File: src/rtl/exact_fp_mul_pkg.sv
package exact_fp_mul_pkg;

  // Exponent bias of an IEEE-style format with an exponent field of width we.
  function automatic int unsigned exp_bias(input int unsigned we);
    return (32'd1 << (we - 1)) - 32'd1;
  endfunction

  // Width of the full product significand for a given fraction width.
  function automatic int unsigned prod_width(input int unsigned wf);
    return 2 * wf + 2;
  endfunction

endpackage

File: src/rtl/exact_fp_mul_sigmul.sv
// Full-width product of two significands carrying their hidden one.
module exact_fp_mul_sigmul #(
  parameter int unsigned WF        = 23,
  parameter bit          ARRAY_MUL = 1'b0
) (
  input  logic [WF-1:0]     frac_a,
  input  logic [WF-1:0]     frac_b,
  output logic [2*WF+1:0]   product
);
  localparam int unsigned MW = WF + 1;
  localparam int unsigned PW = 2 * MW;

  logic [MW-1:0] man_a;
  logic [MW-1:0] man_b;

  assign man_a = {1'b1, frac_a};
  assign man_b = {1'b1, frac_b};

  generate
    if (ARRAY_MUL) begin : g_array
      // Shift-and-add of partial products, one row per multiplier bit.
      logic [PW-1:0] rows [MW];
      for (genvar i = 0; i < MW; i++) begin : g_row
        assign rows[i] = man_b[i] ? ({{MW{1'b0}}, man_a} << i) : '0;
      end
      always_comb begin
        product = '0;
        for (int k = 0; k < MW; k++) begin
          product = product + rows[k];
        end
      end
    end else begin : g_infer
      assign product = PW'(man_a) * PW'(man_b);
    end
  endgenerate

endmodule

File: src/rtl/exact_fp_mul_core.sv
// Combinational datapath: sign, exponent sum, zero detection and significand.
module exact_fp_mul_core
  import exact_fp_mul_pkg::*;
#(
  parameter int unsigned WE        = 8,
  parameter int unsigned WF        = 23,
  parameter bit          ARRAY_MUL = 1'b0
) (
  input  logic              a_sign,
  input  logic [WE-1:0]     a_exp,
  input  logic [WF-1:0]     a_frac,
  input  logic              b_sign,
  input  logic [WE-1:0]     b_exp,
  input  logic [WF-1:0]     b_frac,
  output logic              p_sign,
  output logic              p_zero,
  output logic [WE:0]       p_exp,
  output logic [2*WF+1:0]   p_sig
);
  localparam int unsigned XW   = WE + 1;
  localparam logic [XW-1:0] BIAS = XW'(exp_bias(WE));

  logic [2*WF+1:0] raw_sig;
  logic [XW-1:0]   exp_sum;

  exact_fp_mul_sigmul #(
    .WF        (WF),
    .ARRAY_MUL (ARRAY_MUL)
  ) u_sigmul (
    .frac_a  (a_frac),
    .frac_b  (b_frac),
    .product (raw_sig)
  );

  assign exp_sum = {1'b0, a_exp} + {1'b0, b_exp};

  always_comb begin
    p_sign = a_sign ^ b_sign;
    p_zero = (a_exp == '0) || (b_exp == '0);
    if (p_zero) begin
      p_exp = '0;
      p_sig = '0;
    end else begin
      p_exp = exp_sum - BIAS;
      p_sig = raw_sig;
    end
  end

endmodule

File: src/rtl/exact_fp_mul_pipe.sv
// Register chain with a common advance enable driven by the output slot.
module exact_fp_mul_pipe #(
  parameter int unsigned W      = 8,
  parameter int unsigned STAGES = 1
) (
  input  logic          clk,
  input  logic          rst_n,
  input  logic          in_valid,
  output logic          in_ready,
  input  logic [W-1:0]  in_data,
  output logic          out_valid,
  input  logic          out_ready,
  output logic [W-1:0]  out_data
);
  generate
    if (STAGES == 0) begin : g_wire
      assign out_valid = in_valid;
      assign out_data  = in_data;
      assign in_ready  = out_ready;
    end else begin : g_regs
      logic [W-1:0] dq [STAGES];
      logic         vq [STAGES];
      logic         advance;

      assign advance   = !vq[STAGES-1] || out_ready;
      assign in_ready  = advance;
      assign out_valid = vq[STAGES-1];
      assign out_data  = dq[STAGES-1];

      always_ff @(posedge clk) begin
        if (!rst_n) begin
          for (int s = 0; s < STAGES; s++) begin
            vq[s] <= 1'b0;
            dq[s] <= '0;
          end
        end else if (advance) begin
          vq[0] <= in_valid;
          dq[0] <= in_data;
          for (int s = 1; s < STAGES; s++) begin
            vq[s] <= vq[s-1];
            dq[s] <= dq[s-1];
          end
        end
      end
    end
  endgenerate

endmodule

File: src/rtl/exact_fp_mul.sv
module exact_fp_mul
  import exact_fp_mul_pkg::*;
#(
  parameter int unsigned WE        = 8,
  parameter int unsigned WF        = 23,
  parameter int unsigned STAGES    = 1,
  parameter bit          ARRAY_MUL = 1'b0
) (
  input  logic              clk,
  input  logic              rst_n,
  input  logic              in_valid,
  output logic              in_ready,
  input  logic              a_sign,
  input  logic [WE-1:0]     a_exp,
  input  logic [WF-1:0]     a_frac,
  input  logic              b_sign,
  input  logic [WE-1:0]     b_exp,
  input  logic [WF-1:0]     b_frac,
  output logic              out_valid,
  input  logic              out_ready,
  output logic              out_sign,
  output logic              out_zero,
  output logic [WE:0]       out_exp,
  output logic [2*WF+1:0]   out_sig
);
  localparam int unsigned SW = prod_width(WF);
  localparam int unsigned XW = WE + 1;
  localparam int unsigned PW = 2 + XW + SW;

  logic          c_sign;
  logic          c_zero;
  logic [XW-1:0] c_exp;
  logic [SW-1:0] c_sig;
  logic [PW-1:0] stage_in;
  logic [PW-1:0] stage_out;

  exact_fp_mul_core #(
    .WE        (WE),
    .WF        (WF),
    .ARRAY_MUL (ARRAY_MUL)
  ) u_core (
    .a_sign (a_sign),
    .a_exp  (a_exp),
    .a_frac (a_frac),
    .b_sign (b_sign),
    .b_exp  (b_exp),
    .b_frac (b_frac),
    .p_sign (c_sign),
    .p_zero (c_zero),
    .p_exp  (c_exp),
    .p_sig  (c_sig)
  );

  assign stage_in = {c_sign, c_zero, c_exp, c_sig};

  exact_fp_mul_pipe #(
    .W      (PW),
    .STAGES (STAGES)
  ) u_pipe (
    .clk       (clk),
    .rst_n     (rst_n),
    .in_valid  (in_valid),
    .in_ready  (in_ready),
    .in_data   (stage_in),
    .out_valid (out_valid),
    .out_ready (out_ready),
    .out_data  (stage_out)
  );

  assign out_sign = stage_out[PW-1];
  assign out_zero = stage_out[PW-2];
  assign out_exp  = stage_out[SW +: XW];
  assign out_sig  = stage_out[SW-1:0];

endmodule

File: config.mk
export PLATFORM = sky130hd
export DESIGN_NAME = exact_fp_mul
export DESIGN_NICKNAME = d
export VERILOG_FILES = /design/src/rtl/exact_fp_mul_pkg.sv /design/src/rtl/exact_fp_mul_sigmul.sv /design/src/rtl/exact_fp_mul_core.sv /design/src/rtl/exact_fp_mul_pipe.sv /design/src/rtl/exact_fp_mul.sv
export SDC_FILE = /design/constraint.sdc
export NUM_CORES = 2
export LEC_CHECK = 0
export ABC_CLOCK_PERIOD_IN_PS = 12100
export BUFFER_PORTS_ARGS = -buffer_cell sky130_fd_sc_hd__clkbuf_2
export CAP_MARGIN = 20
export CORE_MARGIN = 5
export CORE_UTILIZATION = 55
export CTS_BUF_LIST = sky130_fd_sc_hd__clkbuf_8
export CTS_CLUSTER_DIAMETER = 80
export DETAILED_ROUTE_END_ITERATION = 10
export PLACE_DENSITY = 0.74
export SETUP_SLACK_MARGIN = 0.2
export SLEW_MARGIN = 20
export SYNTH_ARGS = -nofsm -noshare
export SYNTH_HDL_FRONTEND = slang
export SYNTH_SLANG_ARGS = --single-unit
File: constraint.sdc
create_clock -name clk -period 12.1 [get_ports clk]
set_input_delay 0.605 -clock clk [delete_from_list [all_inputs] [get_ports clk]]
set_output_delay 0.605 -clock clk [all_outputs]
set_load 0.03 [all_outputs]
== After elaboration in Yosys (flattened, before gate mapping) ==
Memory sizes are Yosys's and may differ from the RTL's.
Index checks and enable logic that the tools add are counted.
Widths: inputs -> output; s select.

* Bits in registers: 0
* Memory bits (writable): 60
* Input bits: 68
* Word-level logic and storage cells: 23
* Memories: 2

* $add $sub $neg: 2
* Multiply operators: 1
* Muxes and demuxes: 10
* Bitwise gates (word level): 1
* Reductions and logical operators: 7

{| class="wikitable"
|+ Memories
! name !! depth !! width !! read ports !! clocked after Yosys merged registers in !! wr ports !! line !! source
|-
| u_pipe.g_regs.dq || 1 || 59 || 1 || 0 || 1 || exact_fp_mul_pipe.sv:21 || <nowiki>logic [W-1:0] dq [STAGES];</nowiki>
|-
| u_pipe.g_regs.vq || 1 || 1 || 1 || 0 || 1 || exact_fp_mul_pipe.sv:22 || <nowiki>logic vq [STAGES];</nowiki>
|}

{| class="wikitable"
|+ Operator list
! cell !! count
|-
| $mux 59 || 1
|-
| $reduce_or 59->1 || 1
|-
| $mul 24x24->48 || 1
|-
| $mux 48 || 1
|-
| $logic_not 8->1 || 2
|-
| $add 8x8->9 || 1
|-
| $mux 9 || 1
|-
| $sub 9x7->9 const B || 1
|-
| $mux 1 || 7
|-
| $logic_or 1x1->1 || 2
|-
| $logic_not 1->1 || 1
|-
| $reduce_or 1->1 || 1
|-
| $xor 1x1->1 || 1
|}

== Depth between registers and ports, before layout ==
An unclocked memory read counts as a cell.

* Depth after elaboration: 8
* Gate-level depth with buffers: 27

== Modules after synthesis ==
From an unflattened synthesis, not the netlist that was laid out.

* Cell total of the unflattened synthesis: 2427
* Area total of the unflattened synthesis: 22130.0 um^2

{| class="wikitable"
|+ By module, submodules not included
! module !! times used !! cells an instance !! area an instance (um^2) !! seq. area each (um^2)
|-
| exact_fp_mul_sigmul || 1 || 2167 || 18913.1 || 0.0
|-
| exact_fp_mul_pipe || 1 || 134 || 2297.2 || 1801.7
|-
| exact_fp_mul_core || 1 || 126 || 919.6 || 0.0
|}

== Worst setup path before layout ==
OpenSTA, ideal clock, no wires.

* Path type: input -> register
* From: input port b_frac[3]
* To: memory u_pipe.g_regs.dq[0][43] in the netlist's numbering, data pin
* Library setup time: 0.266 ns
* Data arrival time: 6.518 ns
* Data required time: 11.834 ns
* Setup slack: 5.316 ns
* Stages: 24
* Buffers on the path: 1
* Path through: clkbuf_1 nand2_1 fa_1 inv_1 fa_1 inv_1 fa_1 fa_1 inv_1 fa_1 fa_1 inv_1 fa_1 inv_1 ha_1 and3_1 and2_4 a221o_1 a31o_4 a41oi_4 o21bai_2 a41oi_2 xor2_1 nor2_1

* Cells in the longest elaborated chain, start to end: 3

{| class="wikitable"
|+ Ends and longest elaborated chain
! what !! line !! source
|-
| start: declaration || exact_fp_mul.sv:18 || <nowiki>input logic [WF-1:0] b_frac,</nowiki>
|-
| $mul 24x24->48 || exact_fp_mul_sigmul.sv:33 || <nowiki>assign product = PW'(man_a) * PW'(man_b);</nowiki>
|-
| $mux 48 || exact_fp_mul_core.sv:40 || <nowiki>if (p_zero) begin</nowiki>
|-
| $mux 59 (no line) || - ||
|-
| end: declaration || exact_fp_mul_pipe.sv:21 ||
|}

Every way passes these cells.

== Final worst setup path ==
* From: input port b_frac[8]
* To: memory u_pipe.g_regs.dq[0][36] in the netlist's numbering, data pin

Same word-level chain as after synthesis.

==> summary.json <==
{
  "grt_antenna_before_repair": {"value": 2},
  "timing_hold_violations_final": {"value": 0},
  "final.min_clock_period": {"value": 7830, "unit": "ps"},
  "timing.final.ws_setup": {"value": 4270, "unit": "ps"},
  "grt_max_degree": {"value": 61},
  "hold_path.class": {"value": "in2reg"},
  "clock_sinks": {"value": 60},
  "worst_hold_path.num_cells": {"value": 3},
  "rsz0062_at_grt": {"value": "no"},
  "synth-async-reset-ratio": {"value": 0},
  "synth.avg_cell_area": {"value": 9.16, "unit": "µm²"},
  "route.vias.total": {"value": 15900},
  "cts.hold.buffers_added": {"value": 0},
  "result_of_the_run": {"value": "finished clean"},
  "drc": {"value": 0},
  "mostFrequentLayoutCell": {"value": "sky130_fd_sc_hd__inv_1"},
  "slowest_delay": {"value": 580, "unit": "ps"},
  "synth_largest_type_area_fraction": {"value": 0.455},
  "buffer_ports.inserted": {"value": 128},
  "cpMostUsedCell": {"value": "sky130_fd_sc_hd__fa_1"},
  "setup_tns": {"value": 0, "unit": "ps"},
  "synthesis.area": {"value": 21200, "unit": "µm²"},
  "htree_levels": {"value": 3},
  "gp_congestion": {"value": 0.931},
  "drt_wl_cell": {"value": 20.3, "unit": "µm"},
  "syn_to_final_growth": {"value": 5.36, "unit": "%"},
  "num_io_pins": {"value": 129},
  "synth.lib_cells_used.distinct": {"value": 55},
  "drv.max_cap_violation_count": {"value": 0},
  "layout-drive-gt1-share": {"value": 0.0712},
  "postRouteWirelength": {"value": 58.4, "unit": "mm"},
  "timing.reg2reg.worst_path_depth": {"value": 4},
  "ys_ff_latch": {"value": 60},
  "launch_point_of_the_worst_hold_path": {"value": "a_sign"},
  "hold-path-endpoint": {"value": "u_pipe.g_regs.dq[0][58]$_SDFFCE_PN0P_"},
  "ant_nets": {"value": 0},
  "setup.worst_path.end_class": {"value": "flop"},
  "yosysSeqAreaShare": {"value": 0.0848},
  "max_slew_margin": {"value": 0.322},
  "synth_area_leader_cell": {"value": "sky130_fd_sc_hd__fa_1"},
  "cts_buffer_depth": {"value": 2},
  "first_global_vias": {"value": 17500},
  "worstPathCellList": {"value": "clkbuf_2 -> clkinv_1 -> nor2_1 -> fa_1 -> fa_1 -> inv_1 -> fa_1 -> fa_1 -> inv_1 -> fa_1 -> fa_1 -> inv_1 -> fa_1 -> inv_1 -> ha_1 -> and3_1 -> a311oi_1 -> o21ai_2 -> a41o_1 -> a311oi_1 -> o21ai_0 -> xnor2_1 -> nor2_1"},
  "crit_path_max_fanout": {"value": 17},
  "tritoncts": {"value": "built"},
  "drt-pass1-iter-count": {"value": 6},
  "reg2reg_to": {"value": "u_pipe.g_regs.dq[0][0]$_SDFFCE_PP0P_"},
  "maxSlewViolCount": {"value": 0},
  "initial_core_utilization": {"value": 0.552},
  "core-area": {"value": 38500, "unit": "µm²"},
  "timing.critical_path.from": {"value": "b_frac[8]"},
  "place_ws": {"value": 3970, "unit": "ps"},
  "syn_inst": {"value": 2319},
  "grt_use_total": {"value": 0.287},
  "most-common-layout-cells": {"value": "sky130_fd_sc_hd__inv_1 (585), sky130_fd_sc_hd__fa_1 (483), sky130_fd_sc_hd__nand2_1 (290)"},
  "die_width": {"value": 207, "unit": "µm"},
  "final.period_utilization": {"value": 0.647},
  "path_clk_slew": {"value": 80, "unit": "ps"},
  "wire_length_of_the_first_global_routing_pass": {"value": 94.3, "unit": "mm"},
  "critical_path.startpoint_type": {"value": "input port"},
  "worst-endpoint-arrival": {"value": 7880, "unit": "ps"},
  "clkLatencyLatePin": {"value": 340, "unit": "ps"},
  "max_freq": {"value": 128, "unit": "MHz"},
  "synth_fp_nets": {"value": 3058},
  "placed_wire_length_estimate": {"value": 45.7, "unit": "mm"},
  "finalNetCount": {"value": 3093},
  "rrSetupSlack": {"value": 10180, "unit": "ps"},
  "number_of_failing_setup_endpoints_in_the_final_timing_report": {"value": 0},
  "cts_setup_buffers": {"value": 0},
  "die_area": {"value": 42700, "unit": "µm²"},
  "worst-slew-pin-transition": {"value": 1010, "unit": "ps"},
  "clock_tree.root_cell": {"value": "sky130_fd_sc_hd__clkbuf_8"},
  "worstReg2RegStart": {"value": "u_pipe.g_regs.vq[0]$_DFFE_PP_"},
  "synth_warnings": {"value": 0},
  "rows": {"value": 72},
  "drt-vias-per-instance": {"value": 5.54},
  "critical_path_top_delay_cell": {"value": "sky130_fd_sc_hd__clkinv_1"},
  "cts_resized": {"value": 0},
  "grt_overflow_total": {"value": 0},
  "synth_enable_flop_cells": {"value": 60},
  "fin_util": {"value": 0.582},
  "fp.dieH": {"value": 207, "unit": "µm"},
  "critical_path_class": {"value": "in2reg"},
  "synth_top_cells_by_area": {"value": "sky130_fd_sc_hd__fa_1 (46%), sky130_fd_sc_hd__ha_1 (11%), sky130_fd_sc_hd__inv_1 (10%)"},
  "cts_buffer_count": {"value": 9},
  "req_time_crit_path": {"value": 12150, "unit": "ps"},
  "detailedRoute.firstIterationViolations": {"value": 1035},
  "finClkSkew": {"value": 11.0, "unit": "ps"},
  "ys_dominant_reg_cell": {"value": "sky130_fd_sc_hd__edfxtp_1"}
}
[stage by stage]
step	hold WS (ps)	cell area [µm²]	instances
finish	594	22400	2878
global route	607	22400	2877
CTS	581	22400	2877
detailed placement	823	22200	2861
global placement	775	22200	2861
floorplan	822	21200	2319
[state kept, by name, summed over array words and instances (netlist names)]
signal,flops
u_pipe.g_regs.vq,1
u_pipe.g_regs.dq,59
[worst max-delay path by stage]
stage | to | slack, ps
2_1_floorplan | u_pipe.g_regs.dq[0][43]$_SDFFCE_PP0P_ | 5320
3_3_place_gp | u_pipe.g_regs.dq[0][36]$_SDFFCE_PP0P_ | 3930
3_5_place_dp | u_pipe.g_regs.dq[0][36]$_SDFFCE_PP0P_ | 3970
4_1_cts | u_pipe.g_regs.dq[0][36]$_SDFFCE_PP0P_ | 4320
5_1_grt | u_pipe.g_regs.dq[0][36]$_SDFFCE_PP0P_ | 4050
6_report | u_pipe.g_regs.dq[0][36]$_SDFFCE_PP0P_ | 4270
[area by class of cell]
type	count	area [µm²]
diodes	1	2.50
clock buffers	9	124
clock inverters	7	108
fillers	3397	16100
inverters	587	2200
multi-input cells	1566	16800
flip-flops and latches	60	1800
well taps	518	648
repair buffers	130	656
[synth_stat cells (all sizes together) (20+ instances only)]
| cell type | n |
|---|---|
| a21o | 20 |
| a21oi | 56 |
| and2 | 258 |
| clkbuf | 105 |
| edfxtp | 60 |
| fa | 483 |
| ha | 188 |
| inv | 583 |
| nand2 | 290 |
| nor2 | 95 |
| o21ai | 29 |
| xnor2 | 31 |
[routing by layer]
layer  share of wire  track usage  wire, µm
met1            0.37        0.365     21300
met2            0.51        0.498     29600
met3           0.078       0.0426      4580
met4           0.049        0.111      2880
met5               0            0         0
[cell families after synthesis]
logic type,count (synthesis),share of synthesized area
AOI/OAI and AO/OA,150,0.0477
xor gates and xnor gates,46,0.0190
adders and majority gates,671,0.566
buffers and inverters,693,0.122
DFF,60,0.0848
muxes,3,0.00141
and+or+nand+nor,696,0.159
[worst max-delay path: cells and delay by family]
| kind | cells | cell delay, ps |
|---|---|---|
| AND/OR/NAND/NOR | 3 | 590 |
| adder cells (fa/ha/maj) | 8 | 3660 |
| XOR/XNOR | 1 | 180 |
| AO/OA/AOI/OAI | 5 | 1580 |
| buffers and inverters | 6 | 1240 |
Power is not shown: default switching activity piles up to over one toggle a cycle in this logic, so the estimate is an artifact.
